[src/rtl/ppa_pkg.sv]
package ppa_pkg;

   // Generate/propagate pair for a single bit or a group of bits
   typedef struct packed {
      logic g;
      logic p;
   } gp_t;

   // Tree variant selectors
   localparam int TREE_LOG    = 0;
   localparam int TREE_LINEAR = 1;

   // Associative, non-commutative combine: 'hi' covers the more significant span
   function automatic gp_t gp_merge(input gp_t hi, input gp_t lo);
      gp_t r;
      r.g = hi.g | (hi.p & lo.g);
      r.p = hi.p & lo.p;
      return r;
   endfunction

endpackage

[src/rtl/ppa_gp_stage.sv]
module ppa_gp_stage
   import ppa_pkg::*;
#(
   parameter int WIDTH  = 32,
   parameter int SUB_EN = 1,
   localparam int NODES = WIDTH + 1
) (
   input  logic [WIDTH-1:0] opa,
   input  logic [WIDTH-1:0] opb,
   input  logic             cin,
   input  logic             sub,
   output gp_t  [NODES-1:0] node_o,
   output logic [WIDTH-1:0] prop_o
);

   logic [WIDTH-1:0] y_eff;
   logic             c_eff;

   generate
      if (SUB_EN != 0) begin : g_sub
         assign y_eff = sub ? ~opb : opb;
         assign c_eff = sub | cin & ~sub;
      end else begin : g_nosub
         assign y_eff = opb;
         assign c_eff = cin;
      end
   endgenerate

   // Node 0 stands for the carry-in as a generate-only position below bit 0
   assign node_o[0] = '{g: c_eff, p: 1'b0};

   generate
      for (genvar i = 0; i < WIDTH; i++) begin : g_bit
         assign node_o[i+1] = '{g: opa[i] & y_eff[i], p: opa[i] ^ y_eff[i]};
         assign prop_o[i]   = opa[i] ^ y_eff[i];
      end
   endgenerate

endmodule

[src/rtl/ppa_prefix_tree.sv]
module ppa_prefix_tree
   import ppa_pkg::*;
#(
   parameter int NODES     = 33,
   parameter int TREE_KIND = TREE_LOG,
   localparam int LEVELS   = (NODES > 1) ? $clog2(NODES) : 1
) (
   input  gp_t  [NODES-1:0] node_i,
   output logic [NODES-1:0] carry_o
);

   generate
      if (TREE_KIND == TREE_LOG) begin : g_log
         // Span doubles at each level; every node combines with the one 2^k below
         gp_t [NODES-1:0] stage [LEVELS+1];

         always_comb begin
            stage[0] = node_i;
            for (int k = 0; k < LEVELS; k++) begin
               for (int j = 0; j < NODES; j++) begin
                  if (j >= (1 << k)) begin
                     stage[k+1][j] = gp_merge(stage[k][j], stage[k][j - (1 << k)]);
                  end else begin
                     stage[k+1][j] = stage[k][j];
                  end
               end
            end
         end

         for (genvar j = 0; j < NODES; j++) begin : g_out
            assign carry_o[j] = stage[LEVELS][j].g;
         end
      end else begin : g_linear
         // One combine per node, scanned from the bottom
         gp_t [NODES-1:0] scan;

         always_comb begin
            scan[0] = node_i[0];
            for (int j = 1; j < NODES; j++) begin
               scan[j] = gp_merge(node_i[j], scan[j-1]);
            end
         end

         for (genvar j = 0; j < NODES; j++) begin : g_out
            assign carry_o[j] = scan[j].g;
         end
      end
   endgenerate

endmodule

[src/rtl/ppa_sum_stage.sv]
module ppa_sum_stage #(
   parameter int WIDTH  = 32,
   localparam int NODES = WIDTH + 1
) (
   input  logic [WIDTH-1:0] prop_i,
   input  logic [NODES-1:0] carry_i,
   output logic [WIDTH-1:0] sum,
   output logic             cout
);

   generate
      for (genvar i = 0; i < WIDTH; i++) begin : g_bit
         assign sum[i] = prop_i[i] ^ carry_i[i];
      end
   endgenerate

   assign cout = carry_i[WIDTH];

endmodule

[src/rtl/ppa_adder.sv]
module ppa_adder
   import ppa_pkg::*;
#(
   parameter int WIDTH     = 32,
   parameter int SUB_EN    = 1,
   parameter int TREE_KIND = TREE_LOG
) (
   input  logic [WIDTH-1:0] opa,
   input  logic [WIDTH-1:0] opb,
   input  logic             cin,
   input  logic             sub,
   output logic [WIDTH-1:0] sum,
   output logic             cout
);

   localparam int NODES = WIDTH + 1;

   generate
      if (WIDTH < 1) begin : g_bad_width
         $error("ppa_adder: WIDTH must be at least 1");
      end
      if (TREE_KIND != TREE_LOG && TREE_KIND != TREE_LINEAR) begin : g_bad_tree
         $error("ppa_adder: TREE_KIND selects an unknown tree variant");
      end
      if (SUB_EN != 0 && SUB_EN != 1) begin : g_bad_sub
         $error("ppa_adder: SUB_EN must be 0 or 1");
      end
   endgenerate

   gp_t  [NODES-1:0] gp_nodes;
   logic [WIDTH-1:0] prop_bits;
   logic [NODES-1:0] carries;

   ppa_gp_stage #(
      .WIDTH  (WIDTH),
      .SUB_EN (SUB_EN)
   ) u_gp (
      .opa    (opa),
      .opb    (opb),
      .cin    (cin),
      .sub    (sub),
      .node_o (gp_nodes),
      .prop_o (prop_bits)
   );

   ppa_prefix_tree #(
      .NODES     (NODES),
      .TREE_KIND (TREE_KIND)
   ) u_tree (
      .node_i  (gp_nodes),
      .carry_o (carries)
   );

   ppa_sum_stage #(
      .WIDTH (WIDTH)
   ) u_sum (
      .prop_i  (prop_bits),
      .carry_i (carries),
      .sum     (sum),
      .cout    (cout)
   );

endmodule

[config.mk]
export PLATFORM = sky130hd
export DESIGN_NAME = ppa_adder
export DESIGN_NICKNAME = d
export VERILOG_FILES = /design/src/rtl/ppa_pkg.sv /design/src/rtl/ppa_gp_stage.sv /design/src/rtl/ppa_prefix_tree.sv /design/src/rtl/ppa_sum_stage.sv /design/src/rtl/ppa_adder.sv
export SDC_FILE = /design/constraint.sdc
export NUM_CORES = 1
export LEC_CHECK = 0
export BUFFER_PORTS_ARGS = -buffer_cell sky130_fd_sc_hd__buf_4
export CAP_MARGIN = 25
export CORE_ASPECT_RATIO = 1.75
export CORE_MARGIN = 2
export CORE_UTILIZATION = 35
export DETAILED_ROUTE_END_ITERATION = 10
export PLACE_DENSITY_LB_ADDON = 0.08
export SETUP_SLACK_MARGIN = 0.05
export SYNTH_ARGS = -nofsm -noshare
export SYNTH_HDL_FRONTEND = slang
export SYNTH_SLANG_ARGS = --single-unit
[constraint.sdc]
create_clock -name vclk -period 2.8
set_input_delay 0 -clock vclk [all_inputs]
set_output_delay 0 -clock vclk [all_outputs]
set_load 0.005 [all_outputs]
==> results.md, run 1 <==
* Die height at 109 µm
* Setup crit start kind: input port
* Avg Cell Area, Syn at 7.15 µm²
* Overall routing resource usage at 18.6%
* Sequential share of the synthesized area at 0%
* Max VDD drop at 0.148 mV
* WP data required at 2.80 ns
* Row cnt at 38
* Period utilization at 90.5%
* Setup TNS at 0 ns
* Status: completed
* Final instance area at roughly 3000 µm²
* Synth area leader: ha_1
* LEAKAGE at 1.45 nW
* Max Clock Freq at between 300 and 400 MHz
* Min-Delay Path Class: input port to output port
* Synth cell types at 48
* Antenna violations before repair at 0
* Drt via density at 5.20
* Final hold viol count at 0
* WL per Instance at around 14 µm
* Pint at 0.548 mW
* Antenna-violating nets left at 0
* Worst endpoint data arrival time at 2.53 ns
* Post-CTS Setup Bufs at 0
* Die ar. at about 7000 µm²
* GR Overflow Total at 0
* Post-Synthesis Cells at between 300 and 400
* Dpl ws at around 0.2 ns
* Cell Area, Synth at 2210 µm²
* Seq. cell area at 0 µm²
* Nets at 499
* Max-slew headroom at 70.0%
* Global-route wire length before repair at 10700 µm
* Post-layout min period at 2.53 ns
* RSZ-0062 raised after global routing: true
* Final WS setup at 0.267 ns
* Final Max Tran Viols at 0
* Die Wd at 64.0 µm
* Power share of the combinational group at 100.0%
* Crit Path Category: input port to output port
* Synth area leaders: ha_1 19%, xor2_1 19%, a21oi_1 8.6%
* Final Wtd Congestion at 0.795
* Crit-path max FO at 12
* Part of the power in registers at 0%
* WL final at 6680 µm
* Seq Cell Count at 0
* Max cap viols at 0
* PwrDens at around 360 nW/µm²
* Starting density of the core at about 36%
* Detailed-route via count at 2481
* Net Switching at approximately 0.54 mW
* DRT iter0 DRCs at 51
* DRC Markers at 0
* Placed standard-cell area at 3020 µm²
* Largest net degree at the start of global routing at 13
* # diodes at 0
* Crit. End Element: output port
* CLK BUF at 0
* Share of the synthesized area in the top cell type at 18.7%
* Final setup viols at 0
* Core ar. at 6130 µm²
* Hold path depth at 4
* Vias in the first global route at 2477
* Layout cell share with drive strength beyond 1 at 29.5%
* Net Sw Frac at around 49%
* Fill count at 644
* Post-DP HPWL at approximately 6000 µm
* Clock power frac at 0%
* Synth-to-Final Area Change at 36.9%
* Least-Margin Pin Slew at around 0.45 ns
* # IOs at between 90 and 100
* DRT Pass-1 Iters at 4
* Mapped Nets at 409
* YS warnings at 0
* Port Buffers at 99
==> worst max-delay path, stage by stage <==
cell       delay [ns]
buf_4            0.17
buf_12           0.16
xor2_1           0.16
ha_1             0.38
a21oi_1          0.24
o21ai_1          0.15
o21ai_0          0.20
a21oi_1          0.10
a2111oi_2        0.50
o21ai_1          0.15
xor2_1           0.16
buf_4            0.14
==> cell type report <==
type,count,area [µm²],area share (%)
multi-input combinational,287,2100,69.3
timing repair buffer,104,806,26.6
tap,80,100,3.31
inverter,6,22.5,0.745
==> synthesized netlist by cell type, types with 2 or more instances <==
cell        n
clkbuf_1    3
a31oi_1     3
o221ai_1    2
o21ai_1     3
a21o_1     11
nor2_1     17
xor2_1     47
and4_1      3
o21a_1      4
nor3b_1     2
nand2_1    30
clkbuf_2    2
nand2b_1    3
buf_1       3
or3_1       2
nor3_2      2
buf_6       3
nand3_1    10
nand4_1     5
a21oi_2     2
o2111ai_1   2
and3_1      2
o31ai_1     2
xnor2_1    14
inv_1       6
nor3_1      4
a21oi_1    38
buf_2       4
ha_1       33
o21ai_0    16
nor2b_1     4
o211ai_1    4
o21bai_1    3
a211oi_1    6
==> worst paths after layout <==
kind                  startpoint      end  slack, ns
worst max-delay path         sub  sum[31]       0.27
worst min-delay path     opa[31]     cout       0.42
==> metrics by stage <==
stage,std cells,hold WS [ns],util [%],power (mW)
CTS,477,0.427,49.2,1.09
floorplan,309,0.209,-,0.651
global placement,477,0.415,49.2,1.09
detailed placement,477,0.429,49.2,1.09
global route,477,0.453,49.3,1.19
finish,477,0.421,49.3,1.08
==> power by group through the flow <==
stage               clock network [mW]  logic (mW)  registers, mW
detailed placement                   0        1.09              0
floorplan                            0       0.651              0
finish                               0        1.08              0
global route                         0        1.19              0
global placement                     0        1.09              0
CTS                                  0        1.09              0
==> layout by cell type (no fill, tap or decap), types with 4 or more instances in the layout <==
cell type  synthesis  final
o211ai_1           4      4
ha_1              33     33
inv_1              6      6
o21a_1             4      4
nor3_1             4      4
buf_4              1    102
xnor2_1           14     14
nand3_1           10     10
o21ai_0           16     16
nor2b_1            4      4
nand4_1            5      5
nand2_1           30     30
a21o_1            11     11
nor2_1            17     17
a211oi_1           6      6
xor2_1            47     47
a21oi_1           38     37
==> per-layer routing <==
layer,GRT usage [%],routed length [µm],vias up
li1,-,-,1302
met1,19.9,2560,1112
met2,40.1,3810,65
met3,0.826,264,2
met4,1.09,42,0
met5,0,0,-
==> timing repair <==
| item | 4_1_cts | 5_1_grt |
|---|---|---|
| hold buffers | 0 | 0 |
| setup endpoints to repair | 0 | 3 |
| gates resized for setup | 0 | 1 |
==> cell families after synthesis <==
| family | count (synthesis) | share of synthesized area [%] |
|---|---|---|
| AO/OA/AOI/OAI | 107 | 32.1 |
| XOR/XNOR | 61 | 24.2 |
| adder cells (fa/ha/maj) | 34 | 19.6 |
| buffers and inverters | 22 | 5.27 |
| AND/OR/NAND/NOR | 85 | 18.9 |
Power figures use the tool's default switching activity.
==> inputs of run 2 (changes only) <==
SKIP_LAST_GASP = 1   (was not set)
SYNTH_HIERARCHICAL = 1   (was not set)
==> run 2 against run 1 <==
Combinational power shrank 13%. Final area shrank 11%. Sequential cell count is the same. Global-route usage down 3.2 points. Die area fell by 2.6%. Cell count fell by 13%. Critical endpoint is now sum[19].
==> results.md, run 2 <==
* Status: completed
* Post-Synthesis Cells at 273
* Die height at roughly 110 µm
* Post-layout min period at 2.48 ns
* Detailed-route via count at 2020
* Final setup viols at 0
* Worst endpoint data arrival time at around 2.5 ns
* # diodes at 0
* Die ar. at 6800 µm²
* Core ar. at 5930 µm²
* Layout cell share with drive strength beyond 1 at between 30% and 40%
* Global-route wire length before repair at 9110 µm
* Final Max Tran Viols at 0
* Mapped Nets at 371
* Least-Margin Pin Slew at 0.399 ns
* Max VDD drop at 0.135 mV
* Commonest non-fill, non-tap cell in the layout: buf_4
* Part of the power in registers at 0%
* DRT iter0 DRCs at a little under 80
* WP data required at 2.80 ns
* Period utilization at around nine tenths
* Seq Cell Count at 0
* GR Overflow Total at 0
* Clock power frac at 0%
* DRC Markers at 0
* Net Switching at between 0.4 and 0.5 mW
* Die Wd at 63.2 µm
* Antenna-violating nets left at 0
* Cell Area, Synth at 2150 µm²
* Vias in the first global route at 2161
* Setup TNS at 0 ns
* PwrDens at between 300 and 400 nW/µm²
* Post-CTS Setup Bufs at 0
* Overall routing resource usage at ~15%
* Nets at 437
* CLK BUF at 0
* Seq. cell area at 0 µm²
* Crit. End Element: output port
* Final WS setup at between 0.3 and 0.4 ns
* Max-slew headroom at 73.1%
* Max cap viols at 0
* Dpl ws at 0.138 ns
* Crit Path Category: input port to output port
* Net Sw Frac at about 46%
* Max Clock Freq at ~400 MHz
* Avg Cell Area, Syn at 7.86 µm²
* WL final at 5260 µm
* LEAKAGE at between 1 and 1.5 nW
* Port Buffers at 99
* Min-Delay Path Class: input port to output port
* Drt via density at between 4 and 5
* Synth-to-Final Area Change at 25.8%
* Most frequent cells in the layout: 103 x buf_4, 64 x xor2_1, 32 x ha_1
* Crit-path max FO at 21
* Final instance area at 2700 µm²
* Final Wtd Congestion at between 0.7 and 0.8
* Final Non-Filler Cells at 415
* Hold path depth at 4
* Starting density of the core at 36.2%
* Final core occ at ~46%
* Antenna violations before repair at 0
* DP Cell Count at 415
* Largest net degree at the start of global routing at 22
* Placed standard-cell area at between 2000 and 3000 µm²
* RSZ-0062 raised after global routing: false
* Power share of the combinational group at 100.0%
* # IOs at 99
* Row cnt at 37
* YS warnings at 6
* Final hold viol count at 0
* Pint at approximately 0.50 mW
* Post-DP HPWL at about 4600 µm
* WL per Instance at ~13 µm
* DRT Pass-1 Iters at 4
* Setup crit start kind: input port
==> run 2: cell count changes in the layout (fill, tap and decap cells not counted), sizes merged, moves of 3 or more <==
cell,previous run,this run
xnor2,14,0
nand2,30,17
or2,0,3
nor2,17,10
inv,6,9
xor2,47,64
a21oi,41,15
a21o,12,17
nand3,10,5
nor3,6,1
o21ai,20,13
a211oi,6,3
and3,2,5
==> run 2: final timing paths <==
check	endpoint	startpoint	slack (ns)
max	sum[19]	sub	0.32
min	sum[0]	cin	0.37
==> run 2: cell type report <==
cell class         count  area (µm²)
inverters              9        33.8
well taps             78        97.6
multi-input cells    224        1790
fillers              660        3220
repair buffers       104         785
==> run 2: power by group through the flow <==
stage                     Combinational, mW  Clock, mW  Sequential [mW]
after detailed placement              0.947          0                0
final                                 0.940          0                0
after global placement                0.950          0                0
after global routing                   1.06          0                0
after floorplan                       0.631          0                0
after CTS                             0.952          0                0
==> run 2: metrics by stage <==
step           power [mW]  hold WS (ns)
2_1_floorplan       0.631         0.280
3_3_place_gp        0.950         0.382
3_5_place_dp        0.947         0.378
4_1_cts             0.952         0.378
5_1_grt              1.06         0.400
6_report            0.940         0.370
==> run 2: per-layer routing <==
| layer | track usage [%] | share of wire, % | up-vias |
|---|---|---|---|
| li1 | - | - | 1060 |
| met2 | 31.8 | 57 | 57 |
| met3 | 1.88 | 5.3 | 0 |
| met1 | 17.5 | 38 | 903 |
| met5 | 0 | 0 | - |
| met4 | 0 | 0 | 0 |
==> run 2: repair_timing <==
item | 4_1_cts | 5_1_grt
setup endpoints to repair | 0 | 5
hold buffers | 0 | 0
gates resized for setup | 0 | 3
==> run 2: critical path: stages <==
cell	delay, ns
buf_6	0.22
xor2_1	0.17
ha_1	0.29
and3_4	0.21
a31o_4	0.25
o21ai_4	0.17
a31oi_2	0.14
a221o_1	0.37
a221o_1	0.34
xor2_1	0.18
buf_4	0.13
==> inputs of run 3 (changes only) <==
SETUP_SLACK_MARGIN = 0.3   (was 0.05)
SYNTH_HIERARCHICAL = not set   (was 1)
TNS_END_PERCENT = 10   (was not set)
==> run 3 against run 2 <==
Sequential cell count did not move. Total power grew 23%. Worst hold slack gained 0.053 ns. Final area grew 20%. Critical path depth grew 1. Non-clock buffer count rose by 9. Routed wire length increased by 33%. Maximum frequency up 2.6%. Critical endpoint is now cout. Largest power group unchanged.
==> results.md, run 3 (synthesis gave the netlist of run 1 again) <==
* Crit. End Element: output port
* Least-Margin Pin Slew at 0.378 ns
* Final Wtd Congestion at 0.795
* Largest net degree at the start of global routing at 13
* Antenna-violating nets left at 0
* WL per Instance at 14.4 µm
* Dpl ws at 0.202 ns
* Final setup viols at 0
* Seq. cell area at 0 µm²
* Crit Path Category: input port to output port
* Hold path depth at 4
* Row cnt at 38
* Final WS setup at 0.380 ns
* Max cap viols at 0
* Antenna violations before repair at 0
* Post-DP HPWL at between 5000 and 6000 µm
* Commonest non-fill, non-tap cell in the layout: buf_4
* Final hold viol count at 0
* DRC Markers at 0
* Die height at 109 µm
* Min-Delay Path Class: input port to output port
* WL met1 at 2640 µm
* Fill count at 623
* DR WL met3 at 264 µm
* Seq Cell Count at 0
* Max Clock Freq at 413 MHz
* Highest routed layer: met4
* DRT iter0 DRCs at 52
* Overall routing resource usage at 18.6%
* CLK BUF at 0
* Worst endpoint data arrival time at about 2.4 ns
* Drt via density at 5.26
* Die ar. at 6990 µm²
* Die Wd at 64.0 µm
* Setup crit start kind: input port
* PwrDens at between 300 and 400 nW/µm²
* Detailed-route via count at 2558
* Metal2 WL at 4030 µm
* Setup TNS at 0 ns
* RSZ-0062 raised after global routing: true
* Synth-to-Final Area Change at 46.9%
* Period utilization at between 80 and 90%
* Global-route wire length before repair at 10700 µm
* WP data required at 2.80 ns
* Max VDD drop at 0.150 mV
* Layout cell share with drive strength beyond 1 at between 30 and 40%
* Nets at 508
* # IOs at 99
* Starting density of the core at 36.0%
* Most frequent cells in the layout: 108 x buf_4, 45 x xor2_1, 33 x a21oi_1
* LEAKAGE at 1.54 nW
* WL final at 6980 µm
* Max-slew headroom at 74.8%
* Hold endpoint: cout
* Port Buffers at 99
* HP Start: opa[31]
* Final Max Tran Viols at 0
* Status: completed
* GR Overflow Total at 0
* Crit-path max FO at 5
* Post-layout min period at 2.42 ns
* # diodes at 0
* Core ar. at 6130 µm²
* DRT Pass-1 Iters at 4
* Vias in the first global route at approximately 2500
## run 3: cell count changes in the layout (fill, tap and decap cells not counted), sizes merged, moves of 13 or more
cell,change
xnor2,+14
a21oi,+26
nand2,+13
xor2,-17
## run 3: worst max-delay path, cell delays in order
cell and delay (ns):
buf_16 0.13, buf_12 0.14, xor2_2 0.13, ha_1 0.34, a21o_1 0.17, a211o_1 0.27, a41oi_2 0.22, o22ai_4 0.14
a21oi_4 0.29, a21oi_4 0.10, a221o_1 0.36, buf_4 0.14
## run 3: cell type report
| class | instances | area, µm² | area share, % |
|---|---|---|---|
| inverters | 6 | 22.5 | 0.694 |
| multi-input cells | 287 | 2190 | 67.6 |
| well taps | 80 | 100 | 3.09 |
| repair buffers | 113 | 928 | 28.6 |
## run 3: how the worst max path moves through the flow
stage / cells past startpoint / slack, ns / startpoint / endpoint
3_5_place_dp: 12 / 0.20 / sub / sum[23]
6_report: 12 / 0.38 / sub / cout
2_1_floorplan: 12 / 0.32 / sub / cout
3_3_place_gp: 12 / 0.27 / sub / sum[31]
4_1_cts: 12 / 0.25 / sub / sum[23]
5_1_grt: 13 / 0.24 / sub / sum[23]
## run 3: per-stage QoR
| step | power [mW] | hold WS [ns] | std cells | area (µm²) | utilization, % |
|---|---|---|---|---|---|
| 6_report | 1.15 | 0.423 | 486 | 3240 | 52.9 |
| 5_1_grt | 1.26 | 0.453 | 486 | 3240 | 52.9 |
| 4_1_cts | 1.10 | 0.427 | 477 | 3040 | 49.5 |
| 3_5_place_dp | 1.09 | 0.429 | 477 | 3020 | 49.2 |
| 3_3_place_gp | 1.09 | 0.415 | 477 | 3020 | 49.2 |
| 2_1_floorplan | 0.651 | 0.209 | 309 | 2210 | - |
## run 3: routing by layer
layer	global-route usage, %	vias to the layer above
li1	-	1320
met1	19.8	1175
met2	40.0	61
met3	0.826	2
met4	1.09	0
met5	0	-
## run 3: what timing repair did
item	in CTS	in global routing
setup buffers	0	7
hold buffers	0	0
setup endpoints to repair	4	9
cloned	0	2
pin swaps	0	13
gates resized for setup	2	20
## run 3: power breakdown
group          total, mW  leakage [nW]  switching (mW)  internal, mW
Clock                  0             0               0             0
Combinational       1.15          1.54           0.564         0.590
Sequential             0             0               0             0
